`src/rtl/line_irq_pkg.sv`:
```
package line_irq_pkg;
  localparam int LINES       = 16;
  localparam int SEL_W       = 4;
  localparam int LINES_PER_REG = 4;
  localparam int SEL_REGS    = LINES / LINES_PER_REG;
  localparam int ADDR_W      = 4;
  localparam int DATA_W      = 32;
  localparam int INDIV       = 5;
  localparam int GROUP_A_END = 9;
  localparam int IRQ_W       = INDIV + 2;

  localparam logic [ADDR_W-1:0] ADDR_MASK   = 4'd0;
  localparam logic [ADDR_W-1:0] ADDR_RISE   = 4'd1;
  localparam logic [ADDR_W-1:0] ADDR_FALL   = 4'd2;
  localparam logic [ADDR_W-1:0] ADDR_SWTRIG = 4'd3;
  localparam logic [ADDR_W-1:0] ADDR_PEND   = 4'd4;
  localparam int               ADDR_SEL0   = 5;

  typedef struct packed {
    logic [LINES-1:0] swSet;
    logic [LINES-1:0] pendClr;
  } strobe_t;
endpackage

```
`src/rtl/line_irq_regs.sv`:
```
module line_irq_regs
  import line_irq_pkg::*;
(
  input  logic                    clk,
  input  logic                    rst_n,
  input  logic [ADDR_W-1:0]       regAddr,
  input  logic                    regWrEn,
  input  logic [DATA_W-1:0]       regWrData,
  input  logic [LINES-1:0]        pendFlags,
  output logic [LINES-1:0]        maskBits,
  output logic [LINES-1:0]        riseEn,
  output logic [LINES-1:0]        fallEn,
  output logic [LINES*SEL_W-1:0]  portSel,
  output strobe_t                 strobes,
  output logic [DATA_W-1:0]       regRdData
);
  localparam int SEL_REG_W = LINES_PER_REG * SEL_W;

  always_ff @(posedge clk) begin
    if (!rst_n) begin
      maskBits <= '0;
      riseEn   <= '0;
      fallEn   <= '0;
    end else if (regWrEn) begin
      if (regAddr == ADDR_MASK) maskBits <= regWrData[LINES-1:0];
      if (regAddr == ADDR_RISE) riseEn   <= regWrData[LINES-1:0];
      if (regAddr == ADDR_FALL) fallEn   <= regWrData[LINES-1:0];
    end
  end

  for (genvar r = 0; r < SEL_REGS; r++) begin : g_sel
    localparam logic [ADDR_W-1:0] MY_ADDR = ADDR_W'(ADDR_SEL0 + r);
    always_ff @(posedge clk) begin
      if (!rst_n)
        portSel[r*SEL_REG_W +: SEL_REG_W] <= '0;
      else if (regWrEn && regAddr == MY_ADDR)
        portSel[r*SEL_REG_W +: SEL_REG_W] <= regWrData[SEL_REG_W-1:0];
    end
  end

  always_comb begin
    strobes.swSet   = (regWrEn && regAddr == ADDR_SWTRIG) ? regWrData[LINES-1:0] : '0;
    strobes.pendClr = (regWrEn && regAddr == ADDR_PEND)   ? regWrData[LINES-1:0] : '0;
  end

  always_comb begin
    regRdData = '0;
    case (regAddr)
      ADDR_MASK: regRdData[LINES-1:0] = maskBits;
      ADDR_RISE: regRdData[LINES-1:0] = riseEn;
      ADDR_FALL: regRdData[LINES-1:0] = fallEn;
      ADDR_PEND: regRdData[LINES-1:0] = pendFlags;
      default:   regRdData = '0;
    endcase
    for (int r = 0; r < SEL_REGS; r++) begin
      if (regAddr == ADDR_W'(ADDR_SEL0 + r))
        regRdData[SEL_REG_W-1:0] = portSel[r*SEL_REG_W +: SEL_REG_W];
    end
  end
endmodule

```
`src/rtl/line_irq_datapath.sv`:
```
module line_irq_datapath
  import line_irq_pkg::*;
#(
  parameter int NUM_PORTS = 4
) (
  input  logic                        clk,
  input  logic                        rst_n,
  input  logic [NUM_PORTS*LINES-1:0]  portPins,
  input  logic [LINES*SEL_W-1:0]      portSel,
  input  logic [LINES-1:0]            riseEn,
  input  logic [LINES-1:0]            fallEn,
  input  logic [LINES-1:0]            maskBits,
  input  strobe_t                     strobes,
  output logic [LINES-1:0]            pendFlags,
  output logic [IRQ_W-1:0]            irqOut
);
  logic [LINES-1:0] rawPin;
  logic [LINES-1:0] syncA, syncB, prevLvl;
  logic [LINES-1:0] hwSet, maskedPend;

  for (genvar n = 0; n < LINES; n++) begin : g_mux
    logic [SEL_W-1:0] sel;
    assign sel = portSel[n*SEL_W +: SEL_W];
    always_comb begin
      rawPin[n] = 1'b0;
      for (int p = 0; p < NUM_PORTS; p++) begin
        if (sel == SEL_W'(p)) rawPin[n] = portPins[p*LINES + n];
      end
    end
  end

  always_ff @(posedge clk) begin
    if (!rst_n) begin
      syncA   <= '0;
      syncB   <= '0;
      prevLvl <= '0;
    end else begin
      syncA   <= rawPin;
      syncB   <= syncA;
      prevLvl <= syncB;
    end
  end

  assign hwSet = (syncB & ~prevLvl & riseEn) | (~syncB & prevLvl & fallEn);

  always_ff @(posedge clk) begin
    if (!rst_n) pendFlags <= '0;
    else        pendFlags <= (pendFlags & ~strobes.pendClr) | hwSet | strobes.swSet;
  end

  assign maskedPend = pendFlags & maskBits;

  for (genvar i = 0; i < INDIV; i++) begin : g_indiv
    assign irqOut[i] = maskedPend[i];
  end
  assign irqOut[INDIV]   = |maskedPend[GROUP_A_END:INDIV];
  assign irqOut[INDIV+1] = |maskedPend[LINES-1:GROUP_A_END+1];
endmodule

```
`src/rtl/line_irq_ctrl.sv`:
```
module line_irq_ctrl
  import line_irq_pkg::*;
#(
  parameter int NUM_PORTS = 4
) (
  input  logic                        clk,
  input  logic                        rst_n,
  input  logic [NUM_PORTS*LINES-1:0]  portPins,
  input  logic [ADDR_W-1:0]           regAddr,
  input  logic                        regWrEn,
  input  logic [DATA_W-1:0]           regWrData,
  output logic [DATA_W-1:0]           regRdData,
  output logic [IRQ_W-1:0]            irqOut
);
  logic [LINES-1:0]       maskBits, riseEn, fallEn, pendFlags;
  logic [LINES*SEL_W-1:0] portSel;
  strobe_t                strobes;

  line_irq_regs u_regs (
    .clk(clk), .rst_n(rst_n), .regAddr(regAddr), .regWrEn(regWrEn),
    .regWrData(regWrData), .pendFlags(pendFlags), .maskBits(maskBits),
    .riseEn(riseEn), .fallEn(fallEn), .portSel(portSel),
    .strobes(strobes), .regRdData(regRdData)
  );

  line_irq_datapath #(.NUM_PORTS(NUM_PORTS)) u_dp (
    .clk(clk), .rst_n(rst_n), .portPins(portPins), .portSel(portSel),
    .riseEn(riseEn), .fallEn(fallEn), .maskBits(maskBits),
    .strobes(strobes), .pendFlags(pendFlags), .irqOut(irqOut)
  );
endmodule

```
`config.mk`:
```
export PLATFORM = sky130hd
export DESIGN_NAME = line_irq_ctrl
export DESIGN_NICKNAME = d
export VERILOG_FILES = /design/src/rtl/line_irq_pkg.sv /design/src/rtl/line_irq_regs.sv /design/src/rtl/line_irq_datapath.sv /design/src/rtl/line_irq_ctrl.sv
export SDC_FILE = /design/constraint.sdc
export NUM_CORES = 1
export LEC_CHECK = 0
export BUFFER_PORTS_ARGS = -buffer_cell sky130_fd_sc_hd__buf_2
export CAP_MARGIN = 5
export CORE_MARGIN = 2
export CORE_UTILIZATION = 35
export DETAILED_ROUTE_END_ITERATION = 16
export GPL_TIMING_DRIVEN = 0
export PLACE_DENSITY = 0.57
export SLEW_MARGIN = 40
export SYNTH_ARGS = -nofsm -noshare
export SYNTH_HDL_FRONTEND = slang
export SYNTH_SLANG_ARGS = --single-unit
```
`constraint.sdc`:
```
create_clock -name clk -period 1.77 [get_ports clk]
set_input_delay 0.177 -clock clk [delete_from_list [all_inputs] [get_ports clk]]
set_output_delay 0.177 -clock clk [all_outputs]
set_load 0.005 [all_outputs]
```
==> impl_metrics.yaml <==
setup_path:
  slowest_delay_ps: 400
  critPathBufInv: 1
  critPathLaunchType: "register"
  required_ps: 1590
  path_class: "register to primary output"
  crit_fanout: 2
  cpMaxStageDelayCell: "or4_1"
  crit_family: "simple AND/OR/NAND/NOR gates"
  path_cells: "mux2i_1 > or4_1 > o311a_1 > o22ai_2 > buf_2"
  cp-end-kind: "primary output"
  cp.arrival_ps: 1690
drt:
  drtIter0Drc: 582
  viasPerCell: 5.32
  ant_nets: 0
  routed_wl_um: 26800
  drc_errors: 0
  dr.pass1.iters: 5
  wl_per_cell_um: 19.3
  dr_total_vias: 7391
grt:
  grt_antenna_before_repair: 1
  grt_max_degree: 19
  grt_first_pass_wirelength_um: 40300
  grt_usage_pct: 21.9
  gr-total-overflow: 0
  grt_pass1_vias: 6889
floorplanning:
  die_width_um: 156
  core-area_um2: 22600
  num_rows: 55
  dieArea_um2: 24300
  ios: 142
  initial_utilization_pct: 35.7
  dieHeight_um: 156
synthesis:
  synth.avg_cell_area_um2: 8.45
  synth_adder_area_share_pct: 0
  ys_async_sr_fraction_pct: 0
  synthSimpleGateAreaFrac_pct: 22.9
  synthMuxAreaShare_pct: 6.44
  yosys_warnings: 0
  ys_ff_latch: 176
  synth_top_area_share_pct: 43.6
  synth_compound_area_share_pct: 21.4
  ys_types: 35
  synth_edf_count: 0
  synthCells: 956
  synth-seq-area-share_pct: 43.6
  synth_top_family_by_area: "simple AND/OR/NAND/NOR gates"
  synth_xor_area_share_pct: 0
  netlist_top_cells_area: "dfxtp_1, nand2_1, a21boi_0"
  synth_ff_type: "dfxtp_1"
  syn_area_um2: 8080
  synth_top_area_cell: "dfxtp_1"
finish:
  diodes: 0
  area_delta_synth_final_pct: 24.6
  drive_gt1_share_pct: 22.4
  regArea_um2: 3530
  fillers: 2202
  fin_nets: 1196
  design_area_um2: 10100
  multi_input_area_um2: 4410
timing:
  finalSetupViolCount: 3
  max_freq_mhz: 534
  slew_headroom_pct: 49.7
  rsz0062_at_grt: "yes"
  min_period_ps: 1870
  worst_slack_ps: -101
  fin_crit_sh_pct: 106
  clock_skew_ps: 6.37
  finalHoldViolations: 0
  slew_violations: 0
  tightest_slew_ps: 754
power_and_ir_drop:
  ir_worst_vdd_v: 0.000651
  power.leakage_nw: 3.65
  fin_total_pwr_mw: 8.96
  power_density_nw_per_um2: 891
placement:
  placed_cell_area_um2: 8950
  place_congestion: 0.822
  port_buffers: 92
  pre_cts_slack_ps: -722
  dp_hpwl_um: 19500
cts:
  root_buffer: "clkbuf_16"
  cts_inserted_buffers: 17
  cts-hold-fix-buffers: 0
  clkSlewWorstSetupHoldPaths_ps: 70
  cts_sinks: 176
  worstSkewPairLatency_ps: 430
  cts_tree: "built"
  h-tree-depth: 4
  clockBufferDepth: 2
run_status:
  failed_checks: "negative setup slack"
  status: "finished, violations left"
min_path:
  hold_class: "input pin to register"
run:
  cap_violations: 0
## repair_timing
item / CTS / global route
resized for setup: 57 / 43
endpoints found under the setup margin: 26 / 32
cloned: 0 / 1
pin swaps: 7 / 13
buffers inserted: 9 / 5
## cell usage after synthesis, types with 12 or more instances
cell type	count
a21boi_0	91
a21boi_1	21
a21oi_1	15
a221oi_1	16
a22o_1	15
a22oi_1	21
and2_1	42
and3_1	18
buf_2	12
buf_4	17
clkbuf_1	66
dfxtp_1	176
mux2i_1	16
mux4_2	16
nand2_1	247
nand3_1	18
nand3b_1	17
nor2_1	33
nor2b_1	20
o21ai_0	32
o22ai_1	31
## state kept, by name, indices dropped and copies added (netlist names)
signal and cells:
u_dp.pendFlags 16, u_dp.prevLvl 16, u_dp.syncA 16, u_dp.syncB 16
u_regs.fallEn 16, u_regs.maskBits 16, u_regs.portSel 64, u_regs.riseEn 16
## path summary, 6_finish.rpt
| kind | startpoint | end | slack (ps) | cells past startpoint |
|---|---|---|---|---|
| worst max register to register | u_regs.portSel[36]$_SDFFE_PN0P_ | u_dp.syncA[9]$_SDFF_PN0_ | 490 | 2 |
| worst max-delay path | u_regs.maskBits[14]$_SDFFE_PN0P_ | regRdData[14] | -100 | 5 |
| worst min-delay path | regWrData[13] | u_regs.portSel[61]$_SDFFE_PN0P_ | 180 | 3 |
| worst min register to register | u_dp.syncA[10]$_SDFF_PN0_ | u_dp.syncB[10]$_SDFF_PN0_ | 430 | 1 |
## worst min-delay path, cell delays in order
cell	delay (ps)
clkbuf_1	220
nand2_1	110
a21boi_1	50
## routing by layer
| layer | GRT usage [%] | up-vias | wire [um] |
|---|---|---|---|
| met4 | 7.99 | 2 | 680 |
| met3 | 3.42 | 43 | 1610 |
| li1 | - | 3547 | - |
| met1 | 30.0 | 3533 | 12100 |
| met2 | 35.2 | 266 | 12400 |
| met5 | 0 | - | 13 |
## final cells by class
cell class | count | share of cell area, %
flip-flops and latches | 176 | 35.0
well taps | 285 | 3.54
clock buffers | 19 | 4.50
clock inverters | 12 | 1.82
multi-input cells | 697 | 43.8
plain buffers | 93 | 5.41
inverters | 1 | 0.0373
repair buffers | 107 | 5.87
## cells by family (layout without fill, tap and decap cells)
| group | Yosys count | after routing |
|---|---|---|
| other cells | 1 | 16 |
| simple gates | 404 | 404 |
| compound gates | 245 | 245 |
| buf+inv | 98 | 232 |
| flops | 176 | 176 |
| mux | 32 | 32 |
## power by group
part | internal, mW | leakage [nW] | switching (mW)
registers | 4.05 | 1.43 | 0.0571
logic | 0.338 | 1.92 | 0.445
clock network | 2.44 | 0.302 | 1.63
## placed cells by master (no fill, tap or decap), types with 21 or more instances in the layout
master | Yosys | routed
buf_4 | 17 | 33
dfxtp_1 | 176 | 174
and2_1 | 42 | 42
a21boi_0 | 91 | 91
clkbuf_1 | 66 | 50
a21boi_1 | 21 | 21
nand2_1 | 247 | 246
o21ai_0 | 32 | 32
buf_2 | 12 | 100
nor2_1 | 33 | 30
## stage by stage
step	utilization, %	hold WS (ps)	instances	setup TNS, ps
2_1_floorplan	-	412	971	0
4_1_cts	43.4	162	1385	-174
3_3_place_gp	39.5	413	1348	-30120
5_1_grt	44.4	187	1390	-572
6_report	44.4	183	1390	-152
3_5_place_dp	39.5	418	1348	-29720
No activity file was read; power rests on OpenSTA's default activity.
